<file path="src/rtl/dbg_prot_pkg.sv">
package dbg_prot_pkg;
  typedef enum logic {
    SEL_NS  = 1'b0,
    SEL_SEC = 1'b1
  } dis_sel_e;

  // 1 = locked
  typedef struct packed {
    logic dbg;
    logic sec;
    logic erase;
  } lock_cfg_t;

  localparam lock_cfg_t LOCK_ALL = '{dbg: 1'b1, sec: 1'b1, erase: 1'b1};
endpackage

</file>
<file path="src/rtl/dbg_prot_nvcap.sv">
module dbg_prot_nvcap
  import dbg_prot_pkg::*;
(
  input  logic      clk_i,
  input  logic      rst_ni,
  input  lock_cfg_t cfg_i,
  output lock_cfg_t cfg_o,
  output logic      valid_o
);
  lock_cfg_t cfg_q;
  logic      valid_q;

  // locked until the one-time capture
  always_ff @(posedge clk_i or negedge rst_ni) begin
    if (!rst_ni) begin
      cfg_q   <= LOCK_ALL;
      valid_q <= 1'b0;
    end else if (!valid_q) begin
      cfg_q   <= cfg_i;
      valid_q <= 1'b1;
    end
  end

  assign cfg_o   = cfg_q;
  assign valid_o = valid_q;
endmodule

</file>
<file path="src/rtl/dbg_prot_regs.sv">
module dbg_prot_regs
  import dbg_prot_pkg::*;
#(
  parameter int unsigned DW         = 32,
  parameter bit          HAS_SECURE = 1'b1
) (
  input  logic          clk_i,
  input  logic          rst_ni,
  input  logic          we_i,
  input  dis_sel_e      sel_i,
  input  logic [DW-1:0] wdata_i,
  output logic [DW-1:0] ns_q_o,
  output logic [DW-1:0] ns_d_o,
  output logic [DW-1:0] s_q_o,
  output logic [DW-1:0] s_d_o
);
  logic [DW-1:0] ns_q;

  assign ns_d_o = (we_i && sel_i == SEL_NS) ? wdata_i : ns_q;

  always_ff @(posedge clk_i or negedge rst_ni) begin
    if (!rst_ni) ns_q <= '0;
    else         ns_q <= ns_d_o;
  end
  assign ns_q_o = ns_q;

  if (HAS_SECURE) begin : g_sec
    logic [DW-1:0] s_q;
    assign s_d_o = (we_i && sel_i == SEL_SEC) ? wdata_i : s_q;
    always_ff @(posedge clk_i or negedge rst_ni) begin
      if (!rst_ni) s_q <= '0;
      else         s_q <= s_d_o;
    end
    assign s_q_o = s_q;
  end else begin : g_nosec
    assign s_d_o = '0;
    assign s_q_o = '0;
  end
endmodule

</file>
<file path="src/rtl/dbg_prot_grant.sv">
module dbg_prot_grant
  import dbg_prot_pkg::*;
#(
  parameter int unsigned DW         = 32,
  parameter bit          HAS_SECURE = 1'b1
) (
  input  logic          clk_i,
  input  logic          rst_ni,
  input  lock_cfg_t     cfg_i,
  input  logic          valid_i,
  input  logic [DW-1:0] cpu_ns_d_i,
  input  logic [DW-1:0] dbg_ns_d_i,
  input  logic [DW-1:0] cpu_s_d_i,
  input  logic [DW-1:0] dbg_s_d_i,
  output logic          dbgen_o,
  output logic          spiden_o,
  output logic          erase_ok_o
);
  logic dbg_nxt, erase_nxt;
  logic dbgen_q, erase_q;

  // next-state register values used so a write shows at its own edge
  assign dbg_nxt   = valid_i && !cfg_i.dbg && (cpu_ns_d_i == dbg_ns_d_i);
  assign erase_nxt = valid_i && !cfg_i.erase;

  always_ff @(posedge clk_i or negedge rst_ni) begin
    if (!rst_ni) begin
      dbgen_q <= 1'b0;
      erase_q <= 1'b0;
    end else begin
      dbgen_q <= dbg_nxt;
      erase_q <= erase_nxt;
    end
  end

  assign dbgen_o    = dbgen_q;
  assign erase_ok_o = erase_q;

  if (HAS_SECURE) begin : g_sec
    logic sec_nxt, spiden_q;
    assign sec_nxt = dbg_nxt && !cfg_i.sec && (cpu_s_d_i == dbg_s_d_i);
    always_ff @(posedge clk_i or negedge rst_ni) begin
      if (!rst_ni) spiden_q <= 1'b0;
      else         spiden_q <= sec_nxt;
    end
    assign spiden_o = spiden_q;
  end else begin : g_nosec
    assign spiden_o = 1'b0;
  end
endmodule

</file>
<file path="src/rtl/dbg_prot_ctrl.sv">
module dbg_prot_ctrl
  import dbg_prot_pkg::*;
#(
  parameter int unsigned DW         = 32,
  parameter bit          HAS_SECURE = 1'b1
) (
  input  logic          clk_i,
  input  logic          rst_ni,
  input  logic          nv_dbg_lock_i,
  input  logic          nv_sec_lock_i,
  input  logic          nv_erase_lock_i,
  input  logic          cpu_we_i,
  input  logic          cpu_sel_i,
  input  logic [DW-1:0] cpu_wdata_i,
  input  logic          dbg_we_i,
  input  logic          dbg_sel_i,
  input  logic [DW-1:0] dbg_wdata_i,
  input  logic          dbg_erase_req_i,
  input  logic          nvm_erase_req_i,
  output logic          dbgen_o,
  output logic          spiden_o,
  output logic          erase_ok_o,
  output logic          dbg_erase_o,
  output logic          nvm_erase_o,
  output logic [1:0]    status_o
);
  lock_cfg_t     nv_in, cfg_q;
  logic          cap_valid;
  logic [DW-1:0] cpu_ns_q, cpu_ns_d, cpu_s_q, cpu_s_d;
  logic [DW-1:0] dbg_ns_q, dbg_ns_d, dbg_s_q, dbg_s_d;

  assign nv_in = '{dbg: nv_dbg_lock_i, sec: nv_sec_lock_i, erase: nv_erase_lock_i};

  dbg_prot_nvcap u_nvcap (
    .clk_i  (clk_i),
    .rst_ni (rst_ni),
    .cfg_i  (nv_in),
    .cfg_o  (cfg_q),
    .valid_o(cap_valid)
  );

  dbg_prot_regs #(.DW(DW), .HAS_SECURE(HAS_SECURE)) u_cpu_regs (
    .clk_i  (clk_i),
    .rst_ni (rst_ni),
    .we_i   (cpu_we_i),
    .sel_i  (dis_sel_e'(cpu_sel_i)),
    .wdata_i(cpu_wdata_i),
    .ns_q_o (cpu_ns_q),
    .ns_d_o (cpu_ns_d),
    .s_q_o  (cpu_s_q),
    .s_d_o  (cpu_s_d)
  );

  dbg_prot_regs #(.DW(DW), .HAS_SECURE(HAS_SECURE)) u_dbg_regs (
    .clk_i  (clk_i),
    .rst_ni (rst_ni),
    .we_i   (dbg_we_i),
    .sel_i  (dis_sel_e'(dbg_sel_i)),
    .wdata_i(dbg_wdata_i),
    .ns_q_o (dbg_ns_q),
    .ns_d_o (dbg_ns_d),
    .s_q_o  (dbg_s_q),
    .s_d_o  (dbg_s_d)
  );

  dbg_prot_grant #(.DW(DW), .HAS_SECURE(HAS_SECURE)) u_grant (
    .clk_i     (clk_i),
    .rst_ni    (rst_ni),
    .cfg_i     (cfg_q),
    .valid_i   (cap_valid),
    .cpu_ns_d_i(cpu_ns_d),
    .dbg_ns_d_i(dbg_ns_d),
    .cpu_s_d_i (cpu_s_d),
    .dbg_s_d_i (dbg_s_d),
    .dbgen_o   (dbgen_o),
    .spiden_o  (spiden_o),
    .erase_ok_o(erase_ok_o)
  );

  assign dbg_erase_o = dbg_erase_req_i && erase_ok_o;
  assign nvm_erase_o = nvm_erase_req_i && erase_ok_o;
  assign status_o    = {spiden_o, dbgen_o};
endmodule

</file>
<file path="config.mk">
export PLATFORM = sky130hd
export DESIGN_NAME = dbg_prot_ctrl
export DESIGN_NICKNAME = d
export VERILOG_FILES = /design/src/rtl/dbg_prot_pkg.sv /design/src/rtl/dbg_prot_nvcap.sv /design/src/rtl/dbg_prot_regs.sv /design/src/rtl/dbg_prot_grant.sv /design/src/rtl/dbg_prot_ctrl.sv
export SDC_FILE = /design/constraint.sdc
export NUM_CORES = 1
export LEC_CHECK = 0
export BUFFER_PORTS_ARGS = -buffer_cell sky130_fd_sc_hd__buf_2
export CAP_MARGIN = 20
export CORE_ASPECT_RATIO = 0.9
export CORE_MARGIN = 5
export CORE_UTILIZATION = 45
export CTS_CLUSTER_SIZE = 10
export DETAILED_ROUTE_END_ITERATION = 7
export PLACE_DENSITY = 0.68
export SLEW_MARGIN = 20
export SYNTH_ARGS = -nofsm -noshare
export SYNTH_HDL_FRONTEND = slang
export SYNTH_SLANG_ARGS = --single-unit
export TNS_END_PERCENT = 100
</file>
<file path="constraint.sdc">
create_clock -name clk_i -period 1.7 [get_ports clk_i]
set_input_delay 0.425 -clock clk_i [delete_from_list [all_inputs] [get_ports clk_i]]
set_output_delay 0.425 -clock clk_i [all_outputs]
set_load 0.005 [all_outputs]
</file>
After elaboration in Yosys (flattened, before gate mapping). Cells that the tools add are included.

Flip-flop bits (word level): 135. Input port bits: 75. Logic and storage cells: 33.

Equality and inequality tests: 2. Bitwise gates (word level): 2. Reductions and logical operators: 14. Muxes and demuxes: 4.

Operators by type and width (number): $mux 32 (4); $eq 32x32->1 (2); $logic_and 1x1->1 (11); $logic_not 1->1 (3); $not 1->1 (2).

Longest topological paths before layout.
Depth after elaboration: 7. Mapped depth: 9. Gate-level depth less buffers: 7.

By module. From an unflattened synthesis, not the netlist that was laid out.

Cells, all modules: 378. Area, all modules: 6027.0 um^2.

By module, submodules not included: dbg_prot_regs (cells an instance 137, area an instance 2531.2 um^2, times used 2); dbg_prot_grant (cells an instance 92, area an instance 795.8 um^2, times used 1); dbg_prot_nvcap (cells an instance 8, area an instance 141.4 um^2, times used 1); dbg_prot_ctrl (cells an instance 4, area an instance 27.5 um^2, times used 1).

Worst setup path before layout. Ideal clock, no wire load.

Kind: input to register. Start point: input cpu_we_i. End point: register u_grant.g_sec.spiden_q, in the netlist u_grant.spiden_o. Stages on the path: 9. Data arrival time: 2055 ps. Setup time: 80 ps. Slack: -435 ps. Cell sequence: nor2b_1 buf_6 buf_6 mux2_4 xor2_1 nor4_1 nand4_1 or2_1 nor3b_2.

Cells in the longest elaborated chain, start to end: 6.

Ends and longest elaborated chain: start: declaration (line dbg_prot_ctrl.sv:12) `input logic cpu_we_i,`; $logic_and 1x1->1 (line dbg_prot_regs.sv:19) `assign ns_d_o = (we_i && sel_i == SEL_NS) ? wdata_i : ns_q;`; $mux 32 (line dbg_prot_regs.sv:19); net cpu_ns_d[2] (line dbg_prot_ctrl.sv:29) `logic [DW-1:0] cpu_ns_q, cpu_ns_d, cpu_s_q, cpu_s_d;`; $eq 32x32->1 (line dbg_prot_grant.sv:23) `assign dbg_nxt = valid_i && !cfg_i.dbg && (cpu_ns_d_i == dbg_ns_d_i);`; $logic_and 1x1->1 (line dbg_prot_grant.sv:23); $logic_and 1x1->1 (2 in a row) (line dbg_prot_grant.sv:41) `assign sec_nxt = dbg_nxt && !cfg_i.sec && (cpu_s_d_i == dbg_s_d_i);`; net u_grant.g_sec.sec_nxt (line dbg_prot_grant.sv:40) `logic sec_nxt, spiden_q;`; end signal: assignment (line dbg_prot_grant.sv:44) `else spiden_q <= sec_nxt;`; end: declaration (line dbg_prot_grant.sv:40).

The timed path passes the listed nets, and every way through them passes these cells. A chain may end at the register's enable or synchronous reset.

Final worst setup path.
Start point: input dbg_we_i. End point: register u_grant.g_sec.spiden_q, in the netlist u_grant.spiden_o.

Cells in the longest elaborated chain, start to end: 6.

Ends and longest elaborated chain: start: declaration (line dbg_prot_ctrl.sv:15) `input logic dbg_we_i,`; $logic_and 1x1->1 (line dbg_prot_regs.sv:19); $mux 32 (line dbg_prot_regs.sv:19); net dbg_ns_d[13] (line dbg_prot_ctrl.sv:30) `logic [DW-1:0] dbg_ns_q, dbg_ns_d, dbg_s_q, dbg_s_d;`; $eq 32x32->1 (line dbg_prot_grant.sv:23); $logic_and 1x1->1 (line dbg_prot_grant.sv:23); $logic_and 1x1->1 (2 in a row) (line dbg_prot_grant.sv:41); net u_grant.g_sec.sec_nxt (line dbg_prot_grant.sv:40).

The timed path passes the listed nets, and every way through them passes these cells.

==> metrics.txt <==
Area Growth Syn to Fin=36.1%; CP cell instances=buf_8 -> nor2b_4 -> buf_6 -> clkbuf_16 -> buf_8 -> mux2_4 -> xor2_1 -> nor4_1 -> nand4_1 -> or2_1 -> nor3b_2; layout cells sized above 1=~59%; post-synth net total=456; P_leak=~0.0037 uW; Worst Path Buf+Inv=4; most frequent CP cell=buf_8; worst-path fanout max=5; drt total wl=14,000 um; die width=130 um; Slowest cell on crit path=mux2_4; Core ar.=roughly 13,000 sq um; Yosys top cell area share=56.4%; final setup vio count=2; RePlAce Congestion=0.777; CP arrival=between 2 and 2.5 ns; Finished Layout Cells=~700; failing checks=negative setup slack; max incr delay on CP=0.31 ns; most common cell in the netlist=dfrtp_1; vias in the first global route=3,845; syn_area_per_cell=15.4 sq um; DP Area=6660 sq um; FMAX=0.471 GHz; Hold Vio Cnt, Final=0; max-slew violations=0; Worst Setup Start Kind=primary input; design area=7970 sq um; first-pass GRT wire length=21,000 um; EDFF count, synth=0; DR iter-0 viols=a little over 200; maxcap violations=0; Tmin final=2.12 ns; Total GRT Usage=18.2%; Synth Flop Type=dfrtp_1; Antenna Nets Post-Route=0; RSZ-0062 raised after global routing=yes; setup TNS=-0.724 ns; Ant. Diodes=0; vias per cell=about 5.0; Tcrit/Tclk final=125%; Syn. warnings=0; ys async rst share=100%; initial antenna violation count=0; status=finished, violations left; DRC Markers=0; Crit Path Class=in -> reg; clk_lat worst skew=around 0.41 ns; die area=~15,000 sq um; Area contributors post-synth=dfrtp_1 (56%), mux2_2 (17%), xor2_1 (9.6%); CTS clk-pin slew, worst paths=roughly 0.060 ns; die extent in y=~120 um; Seq/Total Area, Yosys=57.8%; Mapped Cells=381; fin nets=about 600; gr ovfl total=0; row count=39; worst hold-check path type=in -> reg; Synth area leader=dfrtp_1; Clk Tree Root Cell=clkbuf_16; Synth Register Bits=135; Pwr Total=9310 uW; cts bufs inserted=17; Power Dens Cells=1170 nW/um^2; Worst VDD drop=roughly 0.75 mV; largest net degree at the start of global routing=50; Initial Util=46.0%; post-synthesis cell type count=23; synthesized area=5850 sq um; Crit path required time=around 2 ns; IO buf count=81; CTS H-tree depth=4; fin util=62.5%; CP Capture Type=flip-flop; most instantiated cells after synthesis=dfrtp_1 (132), mux2_2 (89), xor2_1 (64); Clock Skew=0.00725 ns; fill cell count=917; CTS Sinks=135; DRT Pass-1 Iters=6; CTS tree=done; crit-path leading delay family=simple AND/OR/NAND/NOR gates; deepest clock path buffer count=2; DP HPWL=between 9000 and 10,000 um; setup ws final=-0.422 ns; # placed instances=635; average wire per standard cell=19.9 um; IO Count=between 80 and 90; DR vias=3,531
[cell families after synthesis]
family / count (synthesis) / share of synthesized area (%)
flip-flops: 135 / 57.8
multiplexers: 131 / 27.0
XOR/XNOR: 64 / 9.57
AND/OR/NAND/NOR: 34 / 3.48
buffers and inverters: 16 / 2.12
other: 1 / 0.0641
[layer usage]
metal	track usage [%]	up-vias	share of wire [%]
met5	0	-	0
met4	7.99	0	2.0
met3	4.29	17	4.7
met2	28.0	84	50
met1	24.6	1822	43
li1	-	1608	-
[flip-flops by register name, summed over array words and instances, names as in the netlist]
name / flops
u_cpu_regs.ns_q_o: 32
u_cpu_regs.s_q_o: 32
u_dbg_regs.ns_q_o: 32
u_dbg_regs.s_q_o: 32
u_grant.dbgen_o: 1
u_grant.erase_ok_o: 1
u_grant.spiden_o: 1
u_nvcap.cfg_o: 3
u_nvcap.valid_o: 1
[timing repair]
| action | in CTS | in global routing |
|---|---|---|
| setup buffers | 12 | 23 |
| resized for setup | 36 | 39 |
| hold buffers | 1 | 0 |
| hold endpoints to repair | 18 | 0 |
| gates cloned | 1 | 2 |
| endpoints found under the setup margin | 2 | 2 |
| pin swaps | 11 | 21 |
[cells in the final DEF (no fill, tap or decap), drive strengths merged, types with 2 or more instances in the layout]
| cell | synthesis | routed |
|---|---|---|
| nor2 | 2 | 2 |
| mux2 | 131 | 131 |
| buf | 16 | 139 |
| nand4 | 3 | 3 |
| nor3b | 2 | 2 |
| bufinv | 0 | 2 |
| dfstp | 3 | 3 |
| clkinv | 0 | 6 |
| xor2 | 64 | 64 |
| nor4 | 14 | 14 |
| dfrtp | 132 | 132 |
| clkbuf | 0 | 25 |
| nand2 | 3 | 3 |
| nor2b | 3 | 3 |
| nor3 | 2 | 2 |
| and2 | 2 | 2 |
[per-stage QoR]
| step | setup slack [ns] | hold WS, ns |
|---|---|---|
| global placement | -0.952 | 0.336 |
| CTS | -0.368 | 0.231 |
| detailed placement | -0.925 | 0.335 |
| floorplan | -0.380 | 0.129 |
| global route | -0.491 | 0.232 |
| finish | -0.422 | 0.244 |
[path summary, 6_finish.rpt]
check,from,end,slack (ns),cells after the start
max in group asynchronous,rst_ni,u_nvcap.cfg_o[0],0.59,3
min in group asynchronous,rst_ni,u_cpu_regs.s_q_o[17],0.45,2
min,nv_dbg_lock_i,u_nvcap.cfg_o[2],0.24,2
min reg2reg,u_nvcap.cfg_o[0],u_grant.erase_ok_o,0.49,1
max reg2reg,u_cpu_regs.s_q_o[7],u_grant.spiden_o,-0.26,7
max,dbg_we_i,u_grant.spiden_o,-0.42,11
[power by group]
part	switching (uW)	total, uW	internal [uW]	leakage (uW)
clock	1310	3610	2300	0.000292
combinational	919	1900	983	0.00179
sequential	128	3800	3680	0.00159
[final cells by class]
class / count / area (sq um) / share of cell area (%)
repair buffers: 142 / 1170 / 14.7
clock buffers: 23 / 488 / 6.13
multi-input cells: 230 / 2620 / 32.9
well taps: 164 / 205 / 2.58
clock inverters: 9 / 97.6 / 1.23
flip-flops and latches: 135 / 3380 / 42.5
Power figures use the tool's default switching activity.
